`src/rtl/dram_amux_pkg.sv`:
```
package dram_amux_pkg;
    typedef enum logic [1:0] {
        SRC_ROW = 2'd0,
        SRC_COL = 2'd1,
        SRC_REF = 2'd2
    } src_e;

    typedef enum logic [1:0] {
        ST_IDLE = 2'd0,
        ST_ROW  = 2'd1,
        ST_COL  = 2'd2,
        ST_DONE = 2'd3
    } state_e;
endpackage

```
`src/rtl/dram_amux_slice.sv`:
```
module dram_amux_slice
    import dram_amux_pkg::*;
#(
    parameter int W = 3
) (
    input  logic [W-1:0] row_in,
    input  logic [W-1:0] col_in,
    input  logic [W-1:0] ref_even,
    input  logic [W-1:0] ref_odd,
    input  src_e         sel_even,
    input  src_e         sel_odd,
    output logic [W-1:0] out_even,
    output logic [W-1:0] out_odd
);
    function automatic logic pick3(src_e s, logic a, logic b, logic c);
        logic r;
        unique case (s)
            SRC_ROW: r = a;
            SRC_COL: r = b;
            default: r = c;
        endcase
        return r;
    endfunction

    for (genvar ch = 0; ch < W; ch++) begin : g_chan
        always_comb begin
            out_even[ch] = pick3(sel_even, row_in[ch], col_in[ch], ref_even[ch]);
            out_odd[ch]  = pick3(sel_odd,  row_in[ch], col_in[ch], ref_odd[ch]);
        end
    end
endmodule

```
`src/rtl/dram_amux_refcnt.sv`:
```
module dram_amux_refcnt #(
    parameter int W = 9
) (
    input  logic         clk,
    input  logic         rst_n,
    input  logic         inc,
    output logic [W-1:0] count
);
    always_ff @(posedge clk or negedge rst_n) begin
        if (!rst_n)   count <= '0;
        else if (inc) count <= count + 1'b1;
    end

    assert_step_wrap_R7: assert property (@(posedge clk) disable iff (!rst_n)
        inc |=> count == $past(count) + 1'b1);
    assert_hold_R6: assert property (@(posedge clk) disable iff (!rst_n)
        !inc |=> $stable(count));
endmodule

```
`src/rtl/dram_amux_seq.sv`:
```
module dram_amux_seq
    import dram_amux_pkg::*;
(
    input  logic       clk,
    input  logic       rst_n,
    input  logic       cpu_req,
    input  logic       cpu_bank,
    input  logic       ref_req,
    output state_e     state,
    output logic       acc_q,
    output logic       bank_q,
    output logic       accept,
    output src_e       sel_even,
    output src_e       sel_odd,
    output logic [1:0] row_strobe,
    output logic [1:0] col_strobe,
    output logic [1:0] ref_inc,
    output logic       cpu_ack
);
    state_e state_nx;
    logic   start;

    assign accept = (state == ST_IDLE) && cpu_req;
    assign start  = (state == ST_IDLE) && (cpu_req || ref_req);

    always_comb begin
        state_nx = state;
        unique case (state)
            ST_IDLE: if (start) state_nx = ST_ROW;
            ST_ROW:  state_nx = ST_COL;
            ST_COL:  state_nx = ST_DONE;
            ST_DONE: state_nx = ST_IDLE;
        endcase
    end

    always_ff @(posedge clk or negedge rst_n) begin
        if (!rst_n) begin
            state  <= ST_IDLE;
            acc_q  <= 1'b0;
            bank_q <= 1'b0;
        end else begin
            state <= state_nx;
            if (start) begin
                acc_q  <= cpu_req;
                bank_q <= cpu_req ? cpu_bank : 1'b0;
            end
        end
    end

    always_comb begin
        sel_even   = SRC_REF;
        sel_odd    = SRC_REF;
        row_strobe = 2'b00;
        col_strobe = 2'b00;
        ref_inc    = 2'b00;
        cpu_ack    = 1'b0;
        unique case (state)
            ST_IDLE: ;
            ST_ROW: begin
                row_strobe = 2'b11;
                if (acc_q) begin
                    if (bank_q) sel_odd  = SRC_ROW;
                    else        sel_even = SRC_ROW;
                end
            end
            ST_COL: begin
                row_strobe = 2'b11;
                if (acc_q) begin
                    if (bank_q) begin
                        sel_odd    = SRC_COL;
                        col_strobe = 2'b10;
                        ref_inc    = 2'b01;
                    end else begin
                        sel_even   = SRC_COL;
                        col_strobe = 2'b01;
                        ref_inc    = 2'b10;
                    end
                end else begin
                    ref_inc = 2'b11;
                end
            end
            ST_DONE: cpu_ack = acc_q;
        endcase
    end

    assert_col_single_R2: assert property (@(posedge clk) disable iff (!rst_n)
        $onehot0(col_strobe));
    assert_col_in_row_R4: assert property (@(posedge clk) disable iff (!rst_n)
        (col_strobe & ~row_strobe) == 2'b00);
    assert_ack_pulse_R10: assert property (@(posedge clk) disable iff (!rst_n)
        cpu_ack |=> !cpu_ack);
    assert_cpu_first_R9: assert property (@(posedge clk) disable iff (!rst_n)
        (state == ST_IDLE && cpu_req) |=> (state == ST_ROW && acc_q));
endmodule

```
`src/rtl/dram_amux_top.sv`:
```
module dram_amux_top
    import dram_amux_pkg::*;
#(
    parameter int MA_W    = 9,
    parameter int SLICE_W = 3
) (
    input  logic                clk,
    input  logic                rst_n,
    input  logic                cpu_req,
    input  logic [2*MA_W:0]     cpu_addr,
    input  logic                ref_req,
    output logic [MA_W-1:0]     ma_even,
    output logic [MA_W-1:0]     ma_odd,
    output logic [1:0]          row_strobe,
    output logic [1:0]          col_strobe,
    output logic                cpu_ack
);
    localparam int AW      = 2 * MA_W + 1;
    localparam int N_SLICE = MA_W / SLICE_W;

    state_e                state;
    logic                  acc_q, bank_q, accept;
    src_e                  sel_even, sel_odd;
    logic [1:0]            ref_inc;
    logic [AW-1:0]         addr_q;
    logic [1:0][MA_W-1:0]  cnt;
    logic [MA_W-1:0]       row_f, col_f;

    always_ff @(posedge clk or negedge rst_n) begin
        if (!rst_n)      addr_q <= '0;
        else if (accept) addr_q <= cpu_addr;
    end

    assign col_f = addr_q[MA_W:1];
    assign row_f = addr_q[2*MA_W:MA_W+1];

    dram_amux_seq u_seq (
        .clk(clk), .rst_n(rst_n), .cpu_req(cpu_req), .cpu_bank(cpu_addr[0]),
        .ref_req(ref_req), .state(state), .acc_q(acc_q), .bank_q(bank_q),
        .accept(accept), .sel_even(sel_even), .sel_odd(sel_odd),
        .row_strobe(row_strobe), .col_strobe(col_strobe), .ref_inc(ref_inc),
        .cpu_ack(cpu_ack)
    );

    for (genvar b = 0; b < 2; b++) begin : g_bank
        dram_amux_refcnt #(.W(MA_W)) u_cnt (
            .clk(clk), .rst_n(rst_n), .inc(ref_inc[b]), .count(cnt[b])
        );
    end

    for (genvar s = 0; s < N_SLICE; s++) begin : g_slice
        dram_amux_slice #(.W(SLICE_W)) u_slice (
            .row_in  (row_f[s*SLICE_W +: SLICE_W]),
            .col_in  (col_f[s*SLICE_W +: SLICE_W]),
            .ref_even(cnt[0][s*SLICE_W +: SLICE_W]),
            .ref_odd (cnt[1][s*SLICE_W +: SLICE_W]),
            .sel_even(sel_even),
            .sel_odd (sel_odd),
            .out_even(ma_even[s*SLICE_W +: SLICE_W]),
            .out_odd (ma_odd[s*SLICE_W +: SLICE_W])
        );
    end

    assert_row_even_R3: assert property (@(posedge clk) disable iff (!rst_n)
        (state == ST_ROW && acc_q && !bank_q) |-> ma_even == row_f);
    assert_row_odd_R3: assert property (@(posedge clk) disable iff (!rst_n)
        (state == ST_ROW && acc_q && bank_q) |-> ma_odd == row_f);
    assert_hidden_ref_R5: assert property (@(posedge clk) disable iff (!rst_n)
        (state == ST_COL && acc_q && !bank_q) |-> ma_odd == cnt[1]);
    assert_idle_ref_R11: assert property (@(posedge clk) disable iff (!rst_n)
        (state == ST_IDLE) |-> (ma_even == cnt[0] && ma_odd == cnt[1]));
endmodule

```
`config.mk`:
```
export PLATFORM = sky130hd
export DESIGN_NAME = dram_amux_top
export DESIGN_NICKNAME = d
export VERILOG_FILES = /design/src/rtl/dram_amux_pkg.sv /design/src/rtl/dram_amux_slice.sv /design/src/rtl/dram_amux_refcnt.sv /design/src/rtl/dram_amux_seq.sv /design/src/rtl/dram_amux_top.sv
export SDC_FILE = /design/constraint.sdc
export NUM_CORES = 1
export LEC_CHECK = 0
export ABC_AREA = 0
export BUFFER_PORTS_ARGS = -buffer_cell sky130_fd_sc_hd__buf_2
export CAP_MARGIN = 5
export CORE_MARGIN = 4
export CORE_UTILIZATION = 35
export CTS_CLUSTER_DIAMETER = 120
export DETAILED_ROUTE_END_ITERATION = 16
export SLEW_MARGIN = 5
export SYNTH_ARGS = -nofsm -noshare
export SYNTH_HDL_FRONTEND = slang
export SYNTH_HIERARCHICAL = 1
export SYNTH_SLANG_ARGS = --single-unit
```
`constraint.sdc`:
```
create_clock -name clk -period 1.9 [get_ports clk]
set_clock_uncertainty 0.1 [all_clocks]
set_input_delay 0.095 -clock clk [delete_from_list [all_inputs] [get_ports clk]]
set_output_delay 0.095 -clock clk [all_outputs]
set_load 0.01 [all_outputs]
```
# [Word-level counts from Yosys, hierarchy flattened]
# Index checks and enable logic that the tools add are counted.
[classes] n_eq_ne=6 add_sub_neg=2 reduce_logical=7 mux=37
[ops] op="$pmux 1 s2" count=18
[ops] op="$mux 2" count=14
[ops] op="$add 9x1->9 const B" count=2
[ops] op="$pmux 2 s2" count=2
[ops] op="$pmux 2 s4" count=1
[ops] op="$eq 2x1->1 const B" count=3
[ops] op="$logic_not 2->1" count=3
[ops] op="$eq 2x2->1 const B" count=2
[ops] op="$logic_and 1x1->1" count=2
[ops] op="$mux 1" count=2
[ops] op="$ne 2x1->1 const B" count=1
[ops] op="$reduce_or 2->1" count=1
[ops] op="$logic_or 1x1->1" count=1
[word_totals] in_bits=23 ff_bits=41 wordCells=58 output_inout_bits=23

# [Depth between registers and ports, before layout]
[logic_depth] depth_word=5 depth_mapped=6

# [Hierarchy]
# Netlist, hierarchy kept.
[by_module_without_submodules] module="dram_amux_refcnt" area_each_um2=387.9 instances=2 cells_per_inst=29 seq_area_each_um2=225.2
[by_module_without_submodules] module="dram_amux_top" area_each_um2=721.9 instances=1 cells_per_inst=38 seq_area_each_um2=450.4
[by_module_without_submodules] module="dram_amux_seq" area_each_um2=339.1 instances=1 cells_per_inst=37 seq_area_each_um2=100.1
[by_module_without_submodules] module="dram_amux_slice" area_each_um2=112.6 instances=3 cells_per_inst=18 seq_area_each_um2=0.0

# [Worst setup path after synthesis]
# OpenSTA, ideal clock, no wires.
[synth_timing] kind="register to output" from="register u_seq.state[0]" to="output port ma_even[0]" path_slack_ps=-321 t_arrival_ps=2026 path_buffers=0 stages_incl_launch_ff=6 cell_sequence="dfrtp_1 inv_1 ha_1 nor2_1 o21ai_0 o21ai_1"
[synth_between] elab_chain_cells=4 elab_cells_between_ends=6 classes_between="eq/ne: 3; mux: 2; reduce/logical: 1"
[synth_lines] item="start, declared" line="dram_amux_seq.sv:9" source="output state_e state,"
[synth_lines] item="start signal, assigned" line="dram_amux_seq.sv:42" source="state <= state_nx;"
[synth_lines] item="$eq 2x2->1 / $eq 2x1->1 (equally long branches)" line="dram_amux_seq.sv:57" source="unique case (state)"
[synth_lines] item="$pmux 2 s2 *" line="dram_amux_seq.sv:57"
[synth_lines] item="net sel_even[1]" line="dram_amux_top.sv:23" source="src_e sel_even, sel_odd;"
[synth_lines] item="$eq 2x1->1 / $logic_not 2->1 (equally long branches)" line="dram_amux_slice.sv:17" source="unique case (s)"
[synth_lines] item="$pmux 1 s2 *" line="dram_amux_slice.sv:17"
[synth_lines] item="end, declared" line="dram_amux_top.sv:12" source="output logic [MA_W-1:0] ma_even,"
# Mark *: on every way through the listed nets, which the timed path passes. The rest lies on a longest branch.

# [Worst setup path after layout]
[layout_timing] from="register u_seq.state[0]" to="output port ma_odd[5]"
[layout_between] elab_chain_cells=4 elab_cells_between_ends=6 classes_between="eq/ne: 3; mux: 2; reduce/logical: 1"
[layout_lines] item="$eq 2x2->1 / $eq 2x1->1 (equally long branches)" line="dram_amux_seq.sv:57"
[layout_lines] item="$pmux 2 s2 *" line="dram_amux_seq.sv:57"
[layout_lines] item="net sel_odd[0]" line="dram_amux_top.sv:23"
[layout_lines] item="$eq 2x1->1 / $logic_not 2->1 (equally long branches)" line="dram_amux_slice.sv:17"
[layout_lines] item="$pmux 1 s2 *" line="dram_amux_slice.sv:17"
[layout_lines] item="end, declared" line="dram_amux_top.sv:13" source="output logic [MA_W-1:0] ma_odd,"
# Marks and branches as above.

==> run_results.csv <==
group,metric,value,unit
run_status,outcome,"finished with violations",
run_status,violations_in_the_final_reports,"negative setup slack",
clock_tree,clock-root-buffer,"clkbuf_8",
yosys,synth_cells,187,
yosys,synthFlopType,"dfrtp_1",
final_layout,drive_above_1_share,40.5,%
power,p_int,3.00,mW
final_layout,utilization_after_layout,49.6,%
power,irDropWorstVdd,0.744,mV
place,numPlacedInstances,311,
yosys,yosys_register_bits,40,
flow_run,max-cap-violations,0,
clock_tree,cts_made_buffers,5,
power,power,5.16,mW
final_layout,finish.net_count,299,
final_layout,areaGrowthSynthToFinish,36.7,%
floorplan,dieArea,7540,um^2
worst_setup_path,regToRegStartpoint,"u_seq/state[0]$_DFFE_PN0P_",
worst_setup_path,crit_path_start_kind,"register",
worst_setup_path,crit-reg2reg-capture,"g_bank[0].u_cnt/count[5]$_DFFE_PN0P_",
worst_setup_path,crit_path_end_kind,"primary output",
yosys,netlist.area_leader.share,46.0,%
sta,rsz0062_at_grt,"true",
worst_setup_path,worst-path-max-fanout,5,
yosys,ys_types,29,
yosys,syn_area_per_cell,11.6,um^2
place,number_of_input_and_output_port_buffers_inserted,45,
floorplan,die-width,86.8,um
routing,routedWlPerCell,14.6,um
final_layout,layoutNonFillerInstCount,344,
clock_tree,clock_sink_count,40,
global_routing,first_pass_grt_wire_length,8300,um
power,power.share.clock,10.5,%
sta,min_period,2.04,ns
routing,drc_violations_left,0,
routing,routed_via_count,1620,
yosys,synth_largest_area_cell,"dfrtp_1",
clock_tree,cts_tree,"done",
yosys,netlist_area,2170,um^2
power,share_comb_of_total_power,58.4,%
floorplan,placement_rows,28,
yosys,yosys_warnings,6,
sta,timing.max_slew.rel_slack,63.0,%
worst_setup_path,worst_ep_required_time,1.70,ns
worst_setup_path,timing.critical_path.arrival,1.84,ns
clock_tree,h-tree-depth,2,
sta,final.setup.worst_slack,-0.135,ns
power,power.share.sequential,31.1,%
floorplan,design.core.area,5990,um^2
global_routing,grt_max_degree,24,
sta,max_freq,491,MHz
sta,finalHoldViolations,0,
place,gp_routability_congestion,0.764,
clock_tree,clockBufferDepth,2,
worst_setup_path,rr_worst_depth,6,
power,p_per_area,1740,nW/um^2
routing,routed_wl,5020,um
global_routing,initial_antenna_violation_count,0,
worst_setup_path,r2r_slack,0.16,ns
yosys,yosys-top-cells-area,"dfrtp_1 (46%), mux2i_1 (8.7%), mux2_4 (6.9%)",
clock_tree,clock_latency,0.29,ns
floorplan,initial_standard_cell_utilization_of_the_core,36.3,%
power,power.switching_fraction,41.9,%
sta,period_share,107,%
yosys,synth_async_sr_flop_share,100,%
yosys,yosysSeqAreaShare,46.0,%
routing,antenna_violating_nets_post_route,0,
worst_setup_path,setup.worst_path.end,"ma_odd[5]",
worst_setup_path,worstSetupStartpoint,"u_seq/state[0]$_DFFE_PN0P_",
worst_setup_path,critical_path_class,"reg2out",
global_routing,grt-ovfl-total,0,
power,power.switching,2.16,mW
place,hpwl,3630,um
place,dp_slack,-0.00792,ns
floorplan,die_h,86.8,um
yosys,net_count_after_synthesis,217,
clock_tree,clk_pin_slew,0.07,ns
power,p_leak,1.34,nW
global_routing,first_global_vias,1686,
yosys,synth_edf_count,0,
routing,drt_pre_antenna_iters,4,
floorplan,io_pins,46,
sta,tightestPinTransition,0.555,ns
routing,drtIter0Drc,46,
worst_hold_path,hold_removal_path_class,"in2reg",
sta,final-setup-viol-count,18,
final_layout,antenna_cells_inserted,0,
sta,finalMaxSlewViolations,0,
global_routing,grt_usage,14.2,%
routing,viasPerCell,4.71,
routing by layer:
metal / wire length (um) / GRT usage [%] / part of all wire [%] / up-vias
met2: 2340 / 22.4 / 47 / 30
li1: - / - / - / 817
met4: 92 / 5.24 / 1.8 / 0
met3: 164 / 2.57 / 3.3 / 7
met1: 2420 / 19.5 / 48 / 766
met5: 0 / 0 / 0 / -
Yosys cell counts (all sizes together) (2+ instances only):
cell,instances
o21ai,21
buf,4
inv,2
ha,7
xnor2,14
dfrtp,40
mux2i,19
mux2,21
nand3,6
nor2,4
and2,6
xor2,2
nand4,4
and3,5
and4,2
nand2,25
cells in the final DEF (no fill, tap or decap), types with 3 or more instances in the layout:
cell	netlist	final
buf_2	0	45
dfrtp_1	40	40
nand2_1	25	24
dlygate4sd3_1	0	20
o21ai_1	18	17
xnor2_1	14	14
mux2i_1	19	14
mux2_4	10	10
mux2_2	10	10
buf_4	2	8
nand3_1	6	6
and2_1	6	6
clkbuf_8	0	5
ha_1	7	5
mux2i_2	0	4
buf_6	1	3
o21ai_2	0	3
buf_12	1	3
metrics by stage:
step	hold WS, ns	instance area (um^2)	setup TNS, ns
after floorplan	-0.301	2170	-1.82
after global placement	0.0197	2540	0
after detailed placement	0.0230	2540	-0.00792
after CTS	0.00716	2910	-2.16
after global routing	0.0253	2970	-3.72
final	0.0115	2970	-1.62
registers in the layout (all words and copies together) (netlist names):
| name | flops |
|---|---|
| u_seq/acc_q | 1 |
| u_seq/state | 2 |
| g_bank.u_cnt/count | 18 |
| addr_q | 18 |
| u_seq/bank_q | 1 |
worst min-delay path by stage:
| stage | from | slack (ns) | to | cells after the start |
|---|---|---|---|---|
| floorplan | rst_n | -0.30 | addr_q[10]$_DFFE_PN0P_ | 0 |
| global route | ref_req | 0.03 | u_seq/acc_q$_DFFE_PN0P_ | 3 |
| finish | ref_req | 0.01 | u_seq/acc_q$_DFFE_PN0P_ | 3 |
| detailed placement | rst_n | 0.02 | addr_q[2]$_DFFE_PN0P_ | 1 |
| CTS | ref_req | 0.007 | u_seq/acc_q$_DFFE_PN0P_ | 3 |
| global placement | rst_n | 0.02 | g_bank[0].u_cnt/count[1]$_DFFE_PN0P_ | 1 |
timing repair:
item,CTS,global route
pin swaps,4,3
hold endpoints to repair,40,0
setup endpoints to repair,18,18
cloned,1,1
buffers inserted,3,1
hold buffers,20,0
gates resized for setup,13,14
cell families after synthesis:
logic type	count (synthesis)	share of synthesized area, %
and+or+nand+nor	55	14.1
muxes	40	21.3
DFF	40	46.0
AOI/OAI and AO/OA	23	5.58
xor gates and xnor gates	16	6.44
adders and majority gates	7	4.03
buffers and inverters	6	2.47
area by class of cell:
class | instances | area, um^2
multi-input combinational | 141 | 1210
inverter | 2 | 7.51
clock inverter | 2 | 12.5
sequential | 40 | 1000
timing repair buffer | 79 | 579
tap | 75 | 93.8
fill | 558 | 3020
clock buffer | 5 | 68.8
worst max-delay path, cell delays in order (launching register included):
cell and delay, ns:
dfrtp_1 0.37, inv_2 0.08, ha_4 0.29, nand2_4 0.06
nor2_4 0.11, buf_6 0.15, mux2i_2 0.24, o21ai_1 0.09
buf_2 0.14
power by group through the flow:
stage               clock network, mW  registers [mW]  logic (mW)
global placement                    0            1.59        2.66
finish                          0.543            1.60        3.02
detailed placement                  0            1.59        2.70
floorplan                           0            1.47        1.75
global route                    0.593            1.66        3.33
CTS                             0.554            1.58        2.92
(Power assumes the default switching activity.)
